`src/rtl/way_victim_sel.sv`:
```
module way_victim_sel #(
  parameter int WAYS = 8,
  parameter int SETS = 16,
  parameter logic [15:0] SEED = 16'hACE1
) (
  input  logic                    clk,
  input  logic                    rst_n,
  input  logic                    cfg_we,
  input  logic [11:0]             cfg_addr,
  input  logic [31:0]             cfg_wdata,
  output logic [31:0]             cfg_rdata,
  input  logic                    req_valid,
  input  logic [$clog2(SETS)-1:0] req_set,
  input  logic [2:0]              req_master,
  input  logic                    req_instr,
  input  logic [WAYS-1:0]         req_line_valid,
  output logic                    res_valid,
  output logic [$clog2(WAYS)-1:0] res_way,
  output logic                    res_noalloc,
  output logic                    busy
);
  localparam int LW = $clog2(WAYS);
  localparam int SW = $clog2(SETS);

  logic [WAYS-1:0] dmask [8];
  logic [WAYS-1:0] imask [8];
  logic [WAYS-1:0] lines [SETS];
  logic [WAYS-1:0] lines_nxt [SETS];
  logic            line_en;
  logic [SW-1:0]   sw_idx;
  logic [WAYS-1:0] sw_ways;
  logic [15:0]     lfsr;
  logic [WAYS-1:0] row_q, lock_q;

  wire hit_mask = cfg_addr[11:6] == 6'h24;
  wire hit_en   = cfg_addr[11:2] == 10'h254;
  wire hit_unl  = cfg_addr[11:2] == 10'h255;

  wire [WAYS-1:0] cur_row  = lines[req_set];
  wire [WAYS-1:0] cur_lock = req_instr ? imask[req_master] : dmask[req_master];
  wire [WAYS-1:0] elig     = ~cur_lock & ~cur_row;
  wire [WAYS-1:0] empty    = elig & ~req_line_valid;
  wire            noalloc  = ~|elig;
  wire            fb       = lfsr[15] ^ lfsr[13] ^ lfsr[12] ^ lfsr[10];

  logic [LW-1:0] pick, probe;
  logic          found;
  always_comb begin
    pick  = '0;
    probe = '0;
    found = 1'b0;
    if (|empty) begin
      for (int k = 0; k < WAYS; k++)
        if (!found && empty[k]) begin pick = LW'(k); found = 1'b1; end
    end else begin
      for (int k = 0; k < WAYS; k++) begin
        probe = lfsr[LW-1:0] + LW'(k);
        if (!found && elig[probe]) begin pick = probe; found = 1'b1; end
      end
    end
  end

  always_comb begin
    for (int s = 0; s < SETS; s++) begin
      lines_nxt[s] = lines[s];
      if (busy && sw_idx == SW'(s)) lines_nxt[s] = lines_nxt[s] & ~sw_ways;
      if (req_valid && line_en && !noalloc && req_set == SW'(s)) lines_nxt[s][pick] = 1'b1;
    end
  end

  always_comb begin
    cfg_rdata = '0;
    if (hit_mask)     cfg_rdata[WAYS-1:0] = cfg_addr[2] ? imask[cfg_addr[5:3]] : dmask[cfg_addr[5:3]];
    else if (hit_en)  cfg_rdata[0] = line_en;
    else if (hit_unl) cfg_rdata[WAYS-1:0] = busy ? sw_ways : '0;
  end

  always_ff @(posedge clk) begin
    if (!rst_n) begin
      for (int m = 0; m < 8; m++) begin dmask[m] <= '0; imask[m] <= '0; end
      for (int s = 0; s < SETS; s++) lines[s] <= '0;
      line_en     <= 1'b0;
      busy        <= 1'b0;
      sw_idx      <= '0;
      sw_ways     <= '0;
      lfsr        <= SEED;
      res_valid   <= 1'b0;
      res_way     <= '0;
      res_noalloc <= 1'b0;
      row_q       <= '0;
      lock_q      <= '0;
    end else begin
      for (int s = 0; s < SETS; s++) lines[s] <= lines_nxt[s];
      if (cfg_we && hit_mask) begin
        if (cfg_addr[2]) imask[cfg_addr[5:3]] <= cfg_wdata[WAYS-1:0];
        else             dmask[cfg_addr[5:3]] <= cfg_wdata[WAYS-1:0];
      end
      if (cfg_we && hit_en) line_en <= cfg_wdata[0];
      if (busy) begin
        sw_idx <= sw_idx + 1'b1;
        if (sw_idx == SW'(SETS-1)) begin busy <= 1'b0; sw_ways <= '0; end
      end else if (cfg_we && hit_unl) begin
        busy    <= 1'b1;
        sw_idx  <= '0;
        sw_ways <= cfg_wdata[WAYS-1:0];
      end
      res_valid <= req_valid;
      if (req_valid) begin
        res_way     <= pick;
        res_noalloc <= noalloc;
        row_q       <= cur_row;
        lock_q      <= cur_lock;
        lfsr        <= {lfsr[14:0], fb};
      end
    end
  end

  assert_resp_follows_req_R7: assert property (@(posedge clk) disable iff (!rst_n)
    res_valid |-> $past(req_valid));
  assert_lfsr_nonzero_R5: assert property (@(posedge clk) disable iff (!rst_n)
    lfsr != 16'h0);
  assert_victim_not_masked_R3: assert property (@(posedge clk) disable iff (!rst_n)
    (res_valid && !res_noalloc) |-> !lock_q[res_way]);
  assert_victim_not_linelocked_R8: assert property (@(posedge clk) disable iff (!rst_n)
    (res_valid && !res_noalloc) |-> !row_q[res_way]);
  assert_sweep_starts_on_write_R9: assert property (@(posedge clk) disable iff (!rst_n)
    $rose(busy) |-> $past(cfg_we && hit_unl));
  assert_sweep_ends_R9: assert property (@(posedge clk) disable iff (!rst_n)
    (busy && sw_idx == SW'(SETS-1)) |=> !busy);
endmodule

```
`config.mk`:
```
export PLATFORM = sky130hd
export DESIGN_NAME = way_victim_sel
export DESIGN_NICKNAME = d
export VERILOG_FILES = /design/src/rtl/way_victim_sel.sv
export SDC_FILE = /design/constraint.sdc
export NUM_CORES = 1
export LEC_CHECK = 0
export BUFFER_PORTS_ARGS = -buffer_cell sky130_fd_sc_hd__buf_2
export CAP_MARGIN = 0
export CORE_AREA = 8 8 222 224
export CTS_CLUSTER_DIAMETER = 30
export DETAILED_ROUTE_END_ITERATION = 8
export DIE_AREA = 0 0 230 232
export PLACE_DENSITY = 0.47
export SYNTH_ARGS = -nofsm -noshare
export SYNTH_HDL_FRONTEND = slang
export SYNTH_SLANG_ARGS = --single-unit
```
`constraint.sdc`:
```
create_clock -name clk -period 4.09 [get_ports clk]
set_input_delay 0 -clock clk [delete_from_list [all_inputs] [get_ports clk]]
set_output_delay 0 -clock clk [all_outputs]
set_load 0.01 [all_outputs]
```
==> impl_metrics.py, run 1 <==
metrics = {
    "worst_setup_path": {
        "worstSetupPathType": "flip-flop to flip-flop",
        "worst_setup_path_start_kind": "flip-flop",
        "cp.arrival_ns": 4.48,
        "worstPathRequired_ns": 4.58,
        "cp_max_fo": 8,
        "reg2reg_from": "dmask[4][6]",
        "reg2reg_setup_slack_ns": 0.1,
        "crit_chain": "mux4_2 -> a22o_4 -> nor2_4 -> nand3_2 -> mux4_2 -> mux2_4 -> nor3_2 -> a311oi_1 -> o22a_1 -> buf_4 -> o211ai_4 -> buf_4 -> nand2_4 -> buf_12 -> a31o_2",
        "slowest_delay_ns": 0.53,
        "crit_slowest_cell": "mux4_2",
        "critPathCaptureType": "flip-flop",
        "rr_endpoint": "lines[15][4]",
        "rr_worst_depth": 15,
    },
    "run_status": {
        "outcome": "completed",
    },
    "sta": {
        "setup_viol": 0,
        "max_freq_ghz": 0.250,
        "min_period_over_period": 0.977,
        "period_minus_slack_ns": 3.99,
        "slew_viol_final": 0,
        "relSlewSlack": 0.166,
        "finalHoldViolCount": 0,
        "worst_pin_slew_ns": 1.24,
        "clock_skew_ns": 0.0206,
        "rsz0062_at_grt": "yes",
    },
    "floorplan": {
        "die_w_um": 230,
        "die_y_um": 232,
        "die_area_um2": 53400,
        "fp-row-count": 79,
        "io_pins": 102,
        "start_util": 0.344,
        "core_area_um2": 45900,
    },
    "clock_network": {
        "clock_latency_ns": 0.59,
        "cts_tree": "yes",
        "cts-root-buf": "clkbuf_16",
        "clock-sinks": 291,
        "cts_buffers": 73,
        "clockBufferDepth": 3,
        "htree_levels": 3,
        "clkTransAtPathRegs_ns": 0.05,
    },
    "final_layout": {
        "nets": 1706,
        "final_cells": 2298,
        "most-common-layout-cells": "dfxtp_1, edfxtp_1, nand2_1",
        "final_common_cell": "dfxtp_1",
        "fin_util": 0.439,
        "drive_above_1_share": 0.264,
        "area_delta_synth_final_pct": 27.7,
    },
    "worst_hold_path": {
        "hold_depth": 5,
        "hold_start": "req_set[2]",
        "hold_end": "lines[7][7]",
        "min_path_type": "input port to flip-flop",
    },
    "logic_synthesis": {
        "synth_edf_count": 128,
        "seq_area_frac_synth": 0.451,
        "synth_area_um2": 15800,
        "async_flop_share": 0,
        "yosys_warnings": 0,
        "syn-instance-count": 1489,
        "yosysUniqueCellTypes": 84,
        "syn_avg_cell_area_um2": 10.6,
        "ys_ff_latch": 291,
        "synth_top_flop_cell": "dfxtp_1",
    },
    "drt": {
        "drt-initial-drc-count": 1135,
        "num_vias": 13300,
        "routedWlPerCell_um": 24.8,
        "drc": 0,
        "drtAntennaViolNets": 0,
        "drtPass1Iterations": 5,
        "wl_mm": 57.1,
        "drt-vias-per-instance": 5.81,
    },
    "placement": {
        "place.gp.congestion": 0.882,
        "portBuffers": 51,
        "place_inst": 2147,
        "hpwlAfterDp_mm": 38.7,
    },
    "power_and_ir_drop": {
        "power_density_nw_per_um2": 509,
        "p_leak_nw": 7.44,
        "vdd_drop_max_mv": 0.408,
    },
    "global_route": {
        "antenna_found_initial": 2,
        "overflow": 0,
        "grt_pass1_vias": 13200,
        "track_usage": 0.208,
        "grt_pass1_wl_mm": 84.9,
        "grt_max_degree": 78,
    },
    "run": {
        "cap_violations": 0,
    },
}
where the power goes:
part | switching [mW] | internal [mW] | total, mW
combinational | 0.876 | 0.636 | 1.51
clock | 1.76 | 3.80 | 5.56
sequential | 0.0515 | 3.12 | 3.17
cell type report:
cell class,count,area [µm²]
inverter,14,52.6
sequential,291,7110
antenna,1,2.50
fill,4355,25700
timing repair buffer,192,1570
clock buffer,96,2050
multi-input combinational,1064,8250
tap,607,759
clock inverter,33,352
sequential cells by signal (all words and copies together) (netlist names):
name and count:
lines 128, dmask 64, imask 64, lfsr 16
sw_ways 8, sw_idx 4, res_way 3, busy 1
line_en 1, res_noalloc 1, res_valid 1
synthesized netlist by cell type (11+ instances only):
cell	n	share of area
o41ai_1	14	0.0078
edfxtp_1	128	0.24
dfxtp_1	163	0.21
and3_1	54	0.021
clkbuf_1	79	0.019
nand3_1	59	0.019
o31ai_1	32	0.015
mux2i_1	43	0.027
nand2_1	125	0.030
a21oi_1	34	0.011
mux4_2	72	0.10
a22oi_1	26	0.012
nor2b_1	32	0.013
inv_1	13	0.0031
buf_2	16	0.0051
buf_4	27	0.013
nor3b_1	11	0.0052
nor2_1	55	0.013
o21ai_0	115	0.036
nor3_1	25	0.0079
and2_1	92	0.036
o211ai_1	111	0.053
how the worst max path moves through the flow:
stage / startpoint / end / cells after the start
after floorplan: lfsr[1] / lines[11][2] / 14
after global placement: req_set[0] / lines[13][7] / 16
after detailed placement: req_set[0] / lines[9][5] / 16
after CTS: lines[11][4] / lines[8][1] / 12
after global routing: dmask[4][6] / lines[13][7] / 16
final: dmask[4][6] / lines[15][4] / 15
through the flow:
step / hold WS (ns) / setup TNS, ns / setup slack [ns] / area (µm²) / power, mW
after floorplan: 0.169 / 0 / 0.384 / 15900 / 4.00
after global placement: 0.399 / -2.48 / -0.0766 / 17200 / 4.54
after detailed placement: 0.400 / -7.97 / -0.162 / 17200 / 4.54
after CTS: 0.000498 / 0 / 0.00234 / 19800 / 10.2
after global routing: 0.0269 / -0.0505 / -0.0109 / 20100 / 10.6
final: 0.0247 / 0 / 0.0955 / 20100 / 10.3
what timing repair did:
item	4_1_cts	5_1_grt
buffers inserted	0	8
hold endpoints to repair	124	0
pin swaps	0	10
gates resized for setup	4	54
cloned	0	3
setup endpoints to repair	63	129
hold buffers	10	0
critical path: cells and delay by family (launching register included):
family	cells	cell delay [ns]
AOI/OAI and AO/OA	5	1.06
buffers and inverters	3	0.49
DFF	1	0.39
muxes	3	1.35
and+or+nand+nor	4	0.59
kinds of logic (layout without fill, tap and decap cells):
group	count (synthesis)	count (layout)	synth area share
AO/OA/AOI/OAI	397	397	0.174
XOR/XNOR	7	7	0.00389
adder cells (fa/ha/maj)	6	6	0.00476
buffers and inverters	159	335	0.0515
flip-flops	291	291	0.451
multiplexers	130	130	0.148
other	1	25	0.000238
AND/OR/NAND/NOR	498	500	0.167
layer usage:
metal / track usage / routed length [µm] / vias up
met3: 0.0398 / 3400 / 117
li1: - / - / 5991
met2: 0.339 / 27100 / 503
met5: 0 / 0 / -
met4: 0.0843 / 2000 / 0
met1: 0.270 / 24600 / 6734
(Power assumes the default switching activity.)
==> inputs of run 2 (changes only) <==
--- a/config.mk
+++ b/config.mk
@@ -5,12 +5,13 @@
 export SDC_FILE = /design/constraint.sdc
 export NUM_CORES = 1
 export LEC_CHECK = 0
+export ABC_AREA = 1
 export BUFFER_PORTS_ARGS = -buffer_cell sky130_fd_sc_hd__buf_2
 export CAP_MARGIN = 0
-export CORE_AREA = 8 8 222 224
+export CORE_AREA = 8 8 223 225
 export CTS_CLUSTER_DIAMETER = 30
 export DETAILED_ROUTE_END_ITERATION = 8
-export DIE_AREA = 0 0 230 232
+export DIE_AREA = 0 0 231 233
 export PLACE_DENSITY = 0.47
 export SYNTH_ARGS = -nofsm -noshare
 export SYNTH_HDL_FRONTEND = slang
==> run 2 against run 1 <==
Against the previous run:
- sequential share of layout area increased by 1.3 points
- hold slack improved by 0.037 ns
- count of clock-buffer cells in the layout increased by 10
- area after synthesis increased by 1.1%
- core utilization decreased by 1.8 points
- fmax increased by 15%
- synthesized cell count increased by 44%
- flip-flop and latch count unchanged
- clock power increased by 12%
- non-clock buffer count decreased by 83
- total power increased by 3.4%
- via count increased by 19%
- largest power group unchanged
==> impl_metrics.py, run 2 <==
metrics = {
    "worst_setup_path": {
        "cp.arrival_ns": 3.99,
        "critPathCaptureType": "flip-flop",
        "worst_setup_path_start_kind": "flip-flop",
        "worstSetupPathType": "flip-flop to flip-flop",
        "rr_endpoint": "lines[12][0]",
        "cp_max_fo": 30,
        "rr_worst_depth": 16,
        "reg2reg_setup_slack_ns": 0.62,
        "reg2reg_from": "lfsr[0]",
        "worstPathRequired_ns": 4.61,
    },
    "clock_network": {
        "clock-sinks": 291,
        "cts.repair.resized": 0,
        "cts-root-buf": "clkbuf_16",
        "cts_tree": "yes",
        "clock_latency_ns": 0.61,
        "clkTransAtPathRegs_ns": 0.04,
        "clockBufferDepth": 3,
        "cts_hold_buf": 13,
        "htree_levels": 3,
        "cts_buffers": 77,
        "post_cts_buffers": 0,
    },
    "final_layout": {
        "finalInstanceArea_um2": 19400,
        "drive_above_1_share": 0.109,
        "nets": 2254,
        "fin_util": 0.421,
        "largest_reg_flops": 128,
        "area_delta_synth_final_pct": 21.8,
        "final_common_cell": "nand2_1",
        "regMostFlops": "lines",
        "largestRegisters": "lines (128), dmask (64), imask (64)",
        "most-common-layout-cells": "nand2_1, nor2_1, dfxtp_1",
        "fillCellCount": 4710,
    },
    "worst_hold_path": {
        "min_path_type": "input port to flip-flop",
        "hold_start": "cfg_addr[7]",
        "hold_depth": 7,
        "hold_end": "sw_idx[2]",
    },
    "sta": {
        "hold_ws_ns": 0.0613,
        "fin_setup_tns_ns": 0,
        "clock_skew_ns": 0.0308,
        "slew_viol_final": 0,
        "finalHoldViolCount": 0,
        "relSlewSlack": 0.337,
        "period_minus_slack_ns": 3.47,
        "setup_viol": 0,
        "worst_pin_slew_ns": 0.994,
        "min_period_over_period": 0.848,
        "max_freq_ghz": 0.288,
        "rsz0062_at_grt": "no",
    },
    "logic_synthesis": {
        "synth_top_area_cell": "edfxtp_1",
        "synth_edf_count": 128,
        "synth.most_common_cell": "nand2_1",
        "syn_avg_cell_area_um2": 7.46,
        "async_flop_share": 0,
        "synth_top_area_frac": 0.241,
        "synth_top_flop_cell": "dfxtp_1",
        "ys_top_cells_by_area": "edfxtp_1, dfxtp_1, nand2_1",
        "yosysUniqueCellTypes": 45,
        "syn-instance-count": 2137,
        "yosys_warnings": 0,
        "synth_common_cells": "nand2_1, nor2_1, dfxtp_1",
        "synth_area_um2": 15900,
        "seq_area_frac_synth": 0.446,
        "ys_ff_latch": 291,
    },
    "global_route": {
        "grt_pass1_wl_mm": 93.0,
        "antenna_found_initial": 0,
        "grt_max_degree": 66,
        "overflow": 0,
        "track_usage": 0.224,
        "grt_pass1_vias": 15100,
    },
    "drt": {
        "routedWlPerCell_um": 21.4,
        "drtPass1Iterations": 6,
        "dr_wl_met2_mm": 27.0,
        "num_vias": 15800,
        "top_layer_used": "met4",
        "met3WireLength_mm": 4.92,
        "drt-initial-drc-count": 1677,
        "drt-vias-per-instance": 5.55,
        "wl_mm": 61.1,
        "drt-met1-wl_mm": 28.1,
        "drtAntennaViolNets": 0,
        "drc": 0,
    },
    "power_and_ir_drop": {
        "pwr-share-clk": 0.585,
        "p_int_mw": 7.75,
        "seq_power_share": 0.299,
        "comb_power_share": 0.116,
        "power_density_nw_per_um2": 546,
        "swShare": 0.269,
        "vdd_drop_max_mv": 0.391,
        "switchingPower_mw": 2.85,
        "p_leak_nw": 7.85,
    },
    "floorplan": {
        "fp-row-count": 79,
        "die_area_um2": 53800,
        "core_area_um2": 46100,
        "die_w_um": 231,
        "die_y_um": 233,
        "start_util": 0.346,
        "io_pins": 102,
    },
    "placement": {
        "portBuffers": 51,
        "place.gp.congestion": 0.913,
        "hpwlAfterDp_mm": 40.2,
        "post_dp_cell_area_um2": 16600,
    },
    "run": {
        "cap_violations": 0,
    },
    "run_status": {
        "outcome": "completed",
    },
}
[run 2: routing by layer]
metal	GRT usage	vias up
li1	-	7469
met1	0.319	7634
met2	0.334	656
met3	0.0499	79
met4	0.0689	0
met5	0	-
[run 2: cells by family after synthesis]
group | after synthesis | share of synthesized area
and+or+nand+nor | 1091 | 0.297
AOI/OAI and AO/OA | 435 | 0.156
buffers and inverters | 307 | 0.0930
DFF | 291 | 0.446
xor gates and xnor gates | 6 | 0.00330
adders and majority gates | 6 | 0.00471
other | 1 | 0.000235
[run 2: per-stage QoR]
| step | setup slack [ns] | instances | power [mW] |
|---|---|---|---|
| 2_1_floorplan | 1.27 | 2160 | 4.03 |
| 3_3_place_gp | 0.516 | 2699 | 4.41 |
| 3_5_place_dp | 0.509 | 2699 | 4.42 |
| 4_1_cts | 0.661 | 2854 | 10.6 |
| 5_1_grt | 0.290 | 2854 | 10.9 |
| 6_report | 0.620 | 2856 | 10.6 |
[run 2: critical path, cell delays in order, from the launching register on]
cell	delay (ns)
dfxtp_1	0.39
inv_1	0.27
ha_1	0.51
inv_1	0.23
nand3_1	0.16
nand3_1	0.13
nand2_1	0.11
nor2_2	0.13
nand4_2	0.13
nor2_4	0.16
nand2_2	0.09
o21ai_2	0.20
nor2_1	0.10
nor2_4	0.26
buf_12	0.23
nand4_1	0.11
a21oi_1	0.15
[run 2: cell type report]
class / instances / area, µm² / area share
Multi-Input combinational cell: 1562 / 7470 / 0.385
Sequential cell: 291 / 7110 / 0.366
Tap cell: 607 / 759 / 0.0391
Timing Repair Buffer: 109 / 836 / 0.0431
Antenna cell: 2 / 5.00 / 0.000258
Inverter: 143 / 539 / 0.0278
Clock buffer: 106 / 2240 / 0.115
Clock inverter: 36 / 454 / 0.0234
[run 2: how the worst max path moves through the flow]
| stage | start | end | slack [ns] | depth (start not counted) |
|---|---|---|---|---|
| final | lfsr[0] | lines[12][0] | 0.62 | 16 |
| after CTS | lfsr[0] | lines[12][0] | 0.66 | 16 |
| after floorplan | lfsr[1] | lines[10][0] | 1.27 | 20 |
| after global placement | req_master[0] | lines[12][5] | 0.52 | 21 |
| after detailed placement | req_master[0] | lines[12][0] | 0.51 | 21 |
| after global routing | lfsr[0] | lines[6][0] | 0.29 | 17 |
[run 2: power by group through the flow]
stage	sequential (mW)	combinational, mW	clock (mW)
final	3.17	1.23	6.20
after global routing	3.18	1.32	6.44
after CTS	3.17	1.21	6.27
after detailed placement	3.22	1.20	0
after global placement	3.22	1.19	0
after floorplan	3.20	0.832	0
==> inputs of run 3 (changes only) <==
--- a/config.mk
+++ b/config.mk
@@ -12,7 +12,7 @@
 export CTS_CLUSTER_DIAMETER = 30
 export DETAILED_ROUTE_END_ITERATION = 8
 export DIE_AREA = 0 0 231 233
-export PLACE_DENSITY = 0.47
+export PLACE_DENSITY = 0.49
 export SYNTH_ARGS = -nofsm -noshare
 export SYNTH_HDL_FRONTEND = slang
 export SYNTH_SLANG_ARGS = --single-unit
==> constraint.sdc (replaced) <==
create_clock -name clk -period 3 [get_ports clk]
set_input_delay 0 -clock clk [delete_from_list [all_inputs] [get_ports clk]]
set_output_delay 0 -clock clk [all_outputs]
set_load 0.01 [all_outputs]
==> run 3 against run 2 <==
Against the previous run:
- the run now ends with setup timing left
- setup slack worse by 0.72 ns
- first-iteration DRC count is 16% higher
- final area is 12% higher
- hold slack better by 0.019 ns
- die area stayed put
- core utilization is 5.1 points higher
- clock power is 39% higher
- final cell count is 4.7% higher
- combinational power is 130% higher
- register-to-register slack worse by 0.72 ns
- critical path type unchanged
- largest cell class unchanged
==> impl_metrics.py, run 3 (synthesis gave the netlist of run 2 again) <==
metrics = {
    "sta": {
        "slew_viol_final": 0,
        "hold_ws_ns": 0.0807,
        "clock_skew_ns": 0.0342,
        "period_minus_slack_ns": 3.10,
        "min_period_over_period": 1.03,
        "worst_pin_slew_ns": 1.07,
        "setup_viol": 90,
        "rsz0062_at_grt": "yes",
        "max_freq_ghz": 0.322,
        "relSlewSlack": 0.283,
        "finalHoldViolCount": 0,
        "fin_ws_ns": -0.104,
    },
    "clock_network": {
        "clock-sinks": 291,
        "clock_latency_ns": 0.62,
        "clockBufferDepth": 3,
        "clkTransAtPathRegs_ns": 0.05,
        "cts-root-buf": "clkbuf_16",
        "cts_tree": "yes",
        "htree_levels": 3,
        "cts_buffers": 82,
    },
    "final_layout": {
        "regMostFlops": "lines",
        "seq_area_um2": 7110,
        "largestRegisters": "lines (128), dmask (64), imask (64)",
        "most-common-layout-cells": "nand2_1, nor2_1, dfxtp_1",
        "final_common_cell": "nand2_1",
        "fillCellCount": 4562,
        "fin_util": 0.473,
        "drive_above_1_share": 0.204,
        "area_delta_synth_final_pct": 36.6,
        "insertedDiodeCount": 0,
        "nets": 2388,
        "largest_reg_flops": 128,
        "multi_input_area_um2": 8040,
    },
    "power_and_ir_drop": {
        "p_leak_nw": 8.95,
        "swShare": 0.286,
        "comb_power_share": 0.181,
        "pwr-share-clk": 0.545,
        "switchingPower_mw": 4.53,
        "power_density_nw_per_um2": 727,
        "p_int_mw": 11.3,
        "vdd_drop_max_mv": 0.456,
        "seq_power_share": 0.274,
    },
    "floorplan": {
        "fp-row-count": 79,
        "die_y_um": 233,
        "io_pins": 102,
        "die_area_um2": 53800,
        "start_util": 0.346,
        "die_w_um": 231,
        "core_area_um2": 46100,
    },
    "run_status": {
        "violations": "setup timing",
        "outcome": "finished with violations",
    },
    "worst_setup_path": {
        "crit_top_cell": "nor2_4",
        "cp_max_fo": 9,
        "worstSetupPathType": "flip-flop to flip-flop",
        "critPathCaptureType": "flip-flop",
        "crit_family": "simple AND/OR/NAND/NOR gates",
        "worstPathRequired_ns": 3.54,
        "slowest_delay_ns": 0.41,
        "worst_setup_path_start_kind": "flip-flop",
        "cp.arrival_ns": 3.64,
        "crit_chain": "inv_1 -> ha_1 -> inv_1 -> nand3_2 -> nand3_4 -> nand2_4 -> nor2_4 -> nand4_4 -> nor2_4 -> nand2_4 -> nand2_2 -> nor2_4 -> buf_4 -> o21bai_4 -> buf_12 -> buf_6 -> nand4_1 -> a21oi_1",
        "crit_slowest_cell": "dfxtp_2",
        "cp_num_buf_inv": 5,
    },
    "worst_hold_path": {
        "min_path_type": "input port to flip-flop",
    },
    "drt": {
        "drtAntennaViolNets": 0,
        "num_vias": 17000,
        "drc": 0,
        "drt-vias-per-instance": 5.69,
        "drtPass1Iterations": 6,
        "wl_mm": 71.1,
        "routedWlPerCell_um": 23.8,
        "drt-initial-drc-count": 1938,
    },
    "global_route": {
        "antenna_found_initial": 0,
        "grt_pass1_vias": 15800,
        "grt_max_degree": 79,
        "track_usage": 0.235,
        "grt_pass1_wl_mm": 97.4,
        "overflow": 0,
    },
    "placement": {
        "post-place-ws_ns": -0.269,
        "portBuffers": 51,
        "hpwlAfterDp_mm": 43.2,
        "place.gp.congestion": 0.961,
    },
    "run": {
        "cap_violations": 0,
    },
}
run 3: timing repair:
| action | in CTS | in global routing |
|---|---|---|
| buffers inserted | 1 | 16 |
| hold buffers | 16 | 0 |
| endpoints found under the hold margin | 25 | 0 |
| gates resized for setup | 29 | 148 |
| cloned | 1 | 36 |
| endpoints found under the setup margin | 131 | 131 |
| pin swaps | 3 | 44 |
run 3: metal layers:
| metal | routed length, µm | share of wire | vias up | track usage |
|---|---|---|---|---|
| met5 | 0 | 0 | - | 0 |
| met4 | 2560 | 0.036 | 0 | 0.0913 |
| met3 | 6960 | 0.098 | 159 | 0.0481 |
| met2 | 30800 | 0.43 | 925 | 0.349 |
| met1 | 30800 | 0.43 | 8178 | 0.330 |
| li1 | - | - | 7747 | - |
run 3: tightest hold or removal path, delay by kind of cell:
kind                   cells  cell delay [ns]
and+or+nand+nor            3             0.31
buffers and inverters      2             0.29
AOI/OAI and AO/OA          1             0.05
run 3: worst paths after layout:
path         slack [ns]  startpoint      endpoint  depth (start not counted)
max               -0.10     lfsr[0]  lines[13][4]                         18
max reg2reg       -0.10     lfsr[0]  lines[13][4]                         18
min reg2reg        0.45     lfsr[5]       lfsr[5]                          2
min                0.08  req_set[3]   lines[9][7]                          6
run 3: final cells by class:
class,instances,area share
well taps,607,0.0349
clock buffers,99,0.0985
multi-input cells,1563,0.369
inverters,143,0.0248
clock inverters,51,0.0278
repair buffers,237,0.118
flip-flops and latches,291,0.327
run 3: stage by stage:
stage | TNS (ns) | area (µm²) | total power [mW] | cells
floorplan | 0 | 16000 | 5.50 | 2160
global placement | -23.63 | 17300 | 6.19 | 2772
detailed placement | -28.44 | 17300 | 6.19 | 2772
CTS | -0.288 | 20300 | 14.9 | 2940
global route | -23.61 | 21800 | 16.2 | 2991
finish | -3.75 | 21800 | 15.8 | 2991
run 3: power by group through the flow:
stage | combinational (mW) | clock, mW | sequential (mW)
floorplan | 1.13 | 0 | 4.36
detailed placement | 1.79 | 0 | 4.40
CTS | 1.88 | 8.69 | 4.34
global route | 2.96 | 8.92 | 4.35
global placement | 1.79 | 0 | 4.40
finish | 2.87 | 8.63 | 4.34
